--- src/rtl/arf_pkg.sv ---
package arf_pkg;
    localparam int ADDR_W = 7;
    localparam int BYTE_W = 8;
    localparam logic [BYTE_W-1:0] SOFT_RESET_KEY = 8'hAA;

    // pointer state: increment flag and current address
    typedef struct packed {
        logic              inc;
        logic [ADDR_W-1:0] addr;
    } arf_ptr_t;

    // registered read port state
    typedef struct packed {
        logic              valid;
        logic [BYTE_W-1:0] data;
    } arf_rd_t;

    // map: 2 control, 2*N result, 2*N limit, 5 configuration/reset
    function automatic int arf_last_addr(input int nch);
        return 2 + 4 * nch + 4;
    endfunction
endpackage

--- src/rtl/arf_pointer.sv ---
module arf_pointer
    import arf_pkg::*;
#(
    parameter int LAST_ADDR   = 22,
    parameter bit WRAP_AT_END = 1'b0
) (
    input  logic              clk,
    input  logic              rst_n,
    input  logic              ptr_load,
    input  logic [7:0]        ptr_byte,
    input  logic              rd_step,
    output logic [ADDR_W-1:0] cur_addr,
    output logic              inc_en
);
    localparam logic [ADDR_W-1:0] LAST = ADDR_W'(LAST_ADDR);

    arf_ptr_t ptr_d, ptr_q;
    logic [ADDR_W-1:0] end_next;

    generate
        if (WRAP_AT_END) begin : g_wrap
            assign end_next = '0;
        end else begin : g_sat
            assign end_next = LAST;
        end
    endgenerate

    always_comb begin
        ptr_d = ptr_q;
        if (ptr_load) begin
            ptr_d.inc  = ptr_byte[7];
            ptr_d.addr = ptr_byte[ADDR_W-1:0];
        end else if (rd_step && ptr_q.inc) begin
            if (ptr_q.addr < LAST) begin
                ptr_d.addr = ptr_q.addr + ADDR_W'(1);
            end else if (ptr_q.addr == LAST) begin
                ptr_d.addr = end_next;
            end
        end
    end

    always_ff @(posedge clk or negedge rst_n) begin
        if (!rst_n) begin
            ptr_q <= '0;
        end else begin
            ptr_q <= ptr_d;
        end
    end

    assign cur_addr = ptr_q.addr;
    assign inc_en   = ptr_q.inc;
endmodule

--- src/rtl/arf_storage.sv ---
module arf_storage
    import arf_pkg::*;
#(
    parameter int NUM_CH   = 4,
    parameter int SAMPLE_W = 12,
    parameter int CH_W     = 2,
    parameter int NREG     = 23
) (
    input  logic                         clk,
    input  logic                         rst_n,
    input  logic                         wr_en,
    input  logic [ADDR_W-1:0]            wr_addr,
    input  logic [BYTE_W-1:0]            wr_byte,
    input  logic                         smp_load,
    input  logic [CH_W-1:0]              smp_chan,
    input  logic [SAMPLE_W-1:0]          smp_value,
    output logic [NREG-1:0][BYTE_W-1:0]  regs
);
    localparam int RES_BASE = 2;
    localparam int LIM_BASE = RES_BASE + 2 * NUM_CH;
    localparam int LAST     = NREG - 1;
    localparam int PAD      = 16 - SAMPLE_W;

    typedef struct packed {
        logic [NREG-1:0][BYTE_W-1:0] bank;
    } store_t;

    store_t st_d, st_q;
    logic [NREG-1:0] wr_hit;
    logic [15:0]     smp_just;
    logic            soft_rst;

    generate
        for (genvar i = 0; i < NREG; i++) begin : g_dec
            localparam bit WR_OK = (i < RES_BASE) || ((i >= LIM_BASE) && (i < LAST));
            if (WR_OK) begin : g_rw
                assign wr_hit[i] = wr_en && (wr_addr == ADDR_W'(i));
            end else begin : g_ro
                assign wr_hit[i] = 1'b0;
            end
        end
    endgenerate

    assign smp_just = 16'(smp_value) << PAD;
    assign soft_rst = wr_en && (wr_addr == ADDR_W'(LAST)) && (wr_byte == SOFT_RESET_KEY);

    always_comb begin
        st_d = st_q;
        for (int i = 0; i < NREG; i++) begin
            if (wr_hit[i]) begin
                st_d.bank[i] = wr_byte;
            end
        end
        for (int k = 0; k < NUM_CH; k++) begin
            if (smp_load && (smp_chan == CH_W'(k))) begin
                st_d.bank[RES_BASE + 2 * k]     = smp_just[15:8];
                st_d.bank[RES_BASE + 2 * k + 1] = smp_just[7:0];
            end
        end
        if (soft_rst) begin
            st_d = '0;
        end
    end

    always_ff @(posedge clk or negedge rst_n) begin
        if (!rst_n) begin
            st_q <= '0;
        end else begin
            st_q <= st_d;
        end
    end

    assign regs = st_q.bank;
endmodule

--- src/rtl/arf_readport.sv ---
module arf_readport
    import arf_pkg::*;
#(
    parameter int NREG = 23
) (
    input  logic                         clk,
    input  logic                         rst_n,
    input  logic                         rd_en,
    input  logic [ADDR_W-1:0]            rd_addr,
    input  logic [NREG-1:0][BYTE_W-1:0]  regs,
    output logic [BYTE_W-1:0]            rd_byte,
    output logic                         rd_valid
);
    arf_rd_t rd_d, rd_q;
    logic [BYTE_W-1:0] sel;

    always_comb begin
        sel = '0;
        for (int i = 0; i < NREG; i++) begin
            if (rd_addr == ADDR_W'(i)) begin
                sel = regs[i];
            end
        end
    end

    always_comb begin
        rd_d       = rd_q;
        rd_d.valid = rd_en;
        if (rd_en) begin
            rd_d.data = sel;
        end
    end

    always_ff @(posedge clk or negedge rst_n) begin
        if (!rst_n) begin
            rd_q <= '0;
        end else begin
            rd_q <= rd_d;
        end
    end

    assign rd_byte  = rd_q.data;
    assign rd_valid = rd_q.valid;
endmodule

--- src/rtl/arf_regbank.sv ---
module arf_regbank
    import arf_pkg::*;
#(
    parameter int NUM_CH      = 4,
    parameter int SAMPLE_W    = 12,
    parameter bit WRAP_AT_END = 1'b0
) (
    input  logic                          clk,
    input  logic                          rst_n,
    input  logic                          ptr_load,
    input  logic [7:0]                    ptr_byte,
    input  logic                          wr_strobe,
    input  logic [7:0]                    wr_byte,
    input  logic                          rd_strobe,
    output logic [7:0]                    rd_byte,
    output logic                          rd_valid,
    input  logic                          smp_load,
    input  logic [$clog2(NUM_CH)-1:0]     smp_chan,
    input  logic [SAMPLE_W-1:0]           smp_value
);
    localparam int LAST_ADDR = arf_last_addr(NUM_CH);
    localparam int NREG      = LAST_ADDR + 1;
    localparam int CH_W      = $clog2(NUM_CH);

    logic                        rd_go;
    logic                        wr_go;
    logic [ADDR_W-1:0]           cur_addr;
    logic                        inc_en;
    logic [NREG-1:0][BYTE_W-1:0] regs;

    assign rd_go = rd_strobe && !ptr_load;
    assign wr_go = wr_strobe && !ptr_load;

    arf_pointer #(
        .LAST_ADDR  (LAST_ADDR),
        .WRAP_AT_END(WRAP_AT_END)
    ) u_ptr (
        .clk     (clk),
        .rst_n   (rst_n),
        .ptr_load(ptr_load),
        .ptr_byte(ptr_byte),
        .rd_step (rd_go),
        .cur_addr(cur_addr),
        .inc_en  (inc_en)
    );

    arf_storage #(
        .NUM_CH  (NUM_CH),
        .SAMPLE_W(SAMPLE_W),
        .CH_W    (CH_W),
        .NREG    (NREG)
    ) u_store (
        .clk      (clk),
        .rst_n    (rst_n),
        .wr_en    (wr_go),
        .wr_addr  (cur_addr),
        .wr_byte  (wr_byte),
        .smp_load (smp_load),
        .smp_chan (smp_chan),
        .smp_value(smp_value),
        .regs     (regs)
    );

    arf_readport #(
        .NREG(NREG)
    ) u_rd (
        .clk     (clk),
        .rst_n   (rst_n),
        .rd_en   (rd_go),
        .rd_addr (cur_addr),
        .regs    (regs),
        .rd_byte (rd_byte),
        .rd_valid(rd_valid)
    );
endmodule

--- config.mk ---
export PLATFORM = sky130hd
export DESIGN_NAME = arf_regbank
export DESIGN_NICKNAME = d
export VERILOG_FILES = /design/src/rtl/arf_pkg.sv /design/src/rtl/arf_pointer.sv /design/src/rtl/arf_storage.sv /design/src/rtl/arf_readport.sv /design/src/rtl/arf_regbank.sv
export SDC_FILE = /design/constraint.sdc
export NUM_CORES = 1
export LEC_CHECK = 0
export CAP_MARGIN = 20
export CORE_ASPECT_RATIO = 1.75
export CORE_UTILIZATION = 55
export DETAILED_ROUTE_END_ITERATION = 8
export PLACE_DENSITY = 0.77
export RECOVER_POWER = 25
export SLEW_MARGIN = 20
export SYNTH_ARGS = -nofsm -noshare
export SYNTH_HDL_FRONTEND = slang
export SYNTH_SLANG_ARGS = --single-unit
--- constraint.sdc ---
create_clock -name clk -period 2.35 [get_ports clk]
set_input_delay 0.235 -clock clk [delete_from_list [all_inputs] [get_ports clk]]
set_output_delay 0.235 -clock clk [all_outputs]
set_load 0.005 [all_outputs]
==> metrics.txt <==
outcome=complete, but fails checks; failing checks=max-capacitance violations, max-slew violations, negative setup slack; Pleak=5.76 nW; Warnings, synthesis=0; Worst Hold Class=in2reg; final wirelength=30.4 mm; fraction of registers with async set/reset=1.00; Synth top area share=0.488; grt ovf=0; dpl ws=-0.296 ns; type of origin of the critical path=flop; max cap viols=1; CP Max Fanout=6; initial antenna violation count=0; cell count after synthesis=876; Final min period=2.45 ns; clock transition at the registers of the reported paths=0.07 ns; Yosys top cell by area=dfrtp_1; final hold vios=0; Max-slew headroom=-0.0962; drt first pass iters=6; Most used DFF post-synth=dfrtp_1; sequential area share after synthesis=0.488; DIE WIDTH=99.1 um; syn nets=916; Crit path arrival time=2.78 ns; mean post-synth cell area=10.4 um2; initial core utilization=0.567; Core Region=16000 um2; fmax=408 MHz; IO Count=45; PnR worst setup slack=-0.100 ns; largest net degree at the start of global routing=58; FP Rows=61; final std cells w/o fill=1283; Die Y=172 um; Clock power frac=0.383; first-pass GRT wire length=46.8 mm; deepest clock path buffer count=2; largest cells by area after synthesis=dfrtp_1 49%, mux2i_1 5.6%, mux2_2 5.6%; skew final=0.0113 ns; crit path capture type=flop; Slew Limit Fails=58; area delta synth->final=33.3%; clock latency on the worst-skew pair=0.44 ns; Final HPWL DP=22.0 mm; CTS buffer count=17; Ant. Diodes=0; Starting DRT DRC Count=482; DR DRC count=0; clk sinks=177; #FFs+latches synth=177; Internal=0.00578 W; Inst Count DP=1230; slew at the pin closest to its max-slew limit=1.64 ns; ANT nets after route=0; critical path class=reg2reg; port buffer count=44; Final period util=1.04; CTS tree=yes; setup repair after global routing missed its margin=yes; Pwr per Cell Area=660 nW/um2; H-Tree Level Count=4; vias per cell=6.36; synthesized area=9080 um2; die footprint=17000 um2; sw frac=0.276; setup violators final=7; worst endpoint required time=2.68 ns; fin nets=1121; number of global-route vias before repair=8473; share of cells above drive strength 1=0.348; routed vias=8164; worst vdd rail ir drop=0.539 mV; Filler cells=1093; GRT Total Usage=0.372; CTS Root Cell=clkbuf_16; DR WL/cell=23.7 um; Unique masters post-synth=64; Psw=0.00220 W; Reg power frac=0.460; Logic pwr share=0.157; number of synthesized flops with an enable pin=0; GPL Wtd Cong=0.994
-- area by class of cell --
cell class                 count  area (um2)  share of cell area
inverter                      12        45.0             0.00372
timing repair buffer         240        2080               0.172
clock inverter                12         170              0.0141
sequential                   177        4430               0.366
clock buffer                  20         467              0.0386
multi-input combinational    633        4670               0.386
tap                          189         236              0.0195
-- cell usage in the layout (no fill, tap or decap), types with 4 or more instances in the layout --
cell type        synthesis  final
dfrtp_1                177    176
buf_4                    4    172
nand2_1                104    100
nor2_1                  89     83
o21ai_0                 77     72
mux2i_1                 51     51
mux2_2                  45     45
clkdlybuf4s50_1          0     42
nand3_1                 24     23
a21oi_1                 31     21
clkbuf_16                0     17
mux2_4                  14     14
a221oi_1                17     12
inv_1                   12     11
nor3_1                  12     11
a221o_1                 11     11
buf_12                   0     11
buf_6                   12     11
a21oi_2                  7     10
o211ai_1                10     10
nor2_4                   6      9
o22ai_1                 10      9
a21oi_4                  0      9
o21ai_1                  4      7
a31oi_1                  6      6
nand2_2                  3      6
a211oi_1                 9      6
nor2_2                   3      6
o221ai_2                 0      6
nand2b_1                 7      5
nor2b_1                  6      5
and3_1                   7      5
a221oi_2                 1      5
nand3b_1                 4      4
o2111ai_1                4      4
a211oi_2                 1      4
o221ai_1                10      4
clkinv_4                 0      4
-- worst max-delay path: stages, from the launching register on --
cell	delay [ns]
dfrtp_1	0.43
buf_4	0.19
nor4b_4	0.40
nand3_1	0.27
o21ai_1	0.32
nand2_1	0.09
a221oi_1	0.35
a2111oi_1	0.11
a21o_1	0.19
-- synthesized netlist by cell type, types with 7 or more instances --
master    count
mux2_4       14
o211ai_1     10
nand3_1      24
clkbuf_1     23
and3_1        7
nand2_1     104
a211oi_1      9
buf_2        17
nor2_1       89
dfrtp_1     177
buf_6        12
a21oi_2       7
a221oi_1     17
inv_1        12
mux2i_1      51
o221ai_1     10
a221o_1      11
o22ai_1      10
o21ai_0      77
nand2b_1      7
nor3_1       12
a21oi_1      31
mux2_2       45
-- kinds of logic (layout without fill, tap and decap cells) --
logic type | count (synthesis) | count (layout) | share of synthesized area
buffers and inverters | 68 | 284 | 0.0420
and+or+nand+nor | 297 | 297 | 0.169
adders and majority gates | 4 | 4 | 0.00551
AOI/OAI and AO/OA | 219 | 221 | 0.159
DFF | 177 | 177 | 0.488
muxes | 111 | 111 | 0.136
-- sequential cells by signal, summed over array words and instances (netlist names) --
name	cells
u_store.regs	160
u_rd.rd_byte	8
u_rd.rd_valid	1
u_ptr.cur_addr	7
u_ptr.inc_en	1
-- path summary, 6_finish.rpt --
kind / from / endpoint / slack [ns] / cells after the start
max: u_ptr.cur_addr[4] / u_rd.rd_byte[1] / -0.10 / 8
min: ptr_byte[4] / u_ptr.cur_addr[4] / 0.36 / 3
max reg2reg: u_ptr.cur_addr[4] / u_rd.rd_byte[1] / -0.10 / 8
min reg2reg: u_store.regs[119] / u_store.regs[119] / 0.49 / 2
max in group asynchronous: rst_n / u_ptr.cur_addr[6] / 0.19 / 3
min in group asynchronous: rst_n / u_store.regs[126] / 0.74 / 2
-- layer usage --
layer	vias up	global-route usage	part of all wire
met5	-	0	0
met4	0	0.332	0.099
met3	178	0.0651	0.048
met2	354	0.638	0.50
met1	4012	0.390	0.35
li1	3620	-	-
-- power by group through the flow --
stage	registers [W]	logic [W]	clock network, W
5_1_grt	0.00370	0.00137	0.00318
6_report	0.00367	0.00126	0.00305
3_3_place_gp	0.00369	0.00111	0
3_5_place_dp	0.00370	0.00115	0
2_1_floorplan	0.00360	0.000632	0
4_1_cts	0.00365	0.00121	0.00308
-- timing repair --
action | CTS | global route
buffers inserted | 13 | 6
setup endpoints to repair | 59 | 43
gates cloned | 0 | 2
gates resized for setup | 45 | 48
hold endpoints to repair | 53 | 0
pin swaps | 14 | 20
hold buffers | 1 | 0
-- per-stage QoR --
| step | hold WS [ns] | total power, W | instance area, um2 | util | TNS, ns |
|---|---|---|---|---|---|
| 4_1_cts | 0.355 | 0.00794 | 11900 | 0.740 | -0.272 |
| 5_1_grt | 0.367 | 0.00825 | 12100 | 0.755 | -5.59 |
| 2_1_floorplan | -0.0606 | 0.00423 | 9080 | - | 0 |
| 3_3_place_gp | 0.260 | 0.00480 | 10900 | 0.680 | -13.36 |
| 6_report | 0.362 | 0.00798 | 12100 | 0.755 | -0.397 |
| 3_5_place_dp | 0.257 | 0.00484 | 10900 | 0.680 | -14.45 |
Note: power is estimated with default switching activity, not from simulation.
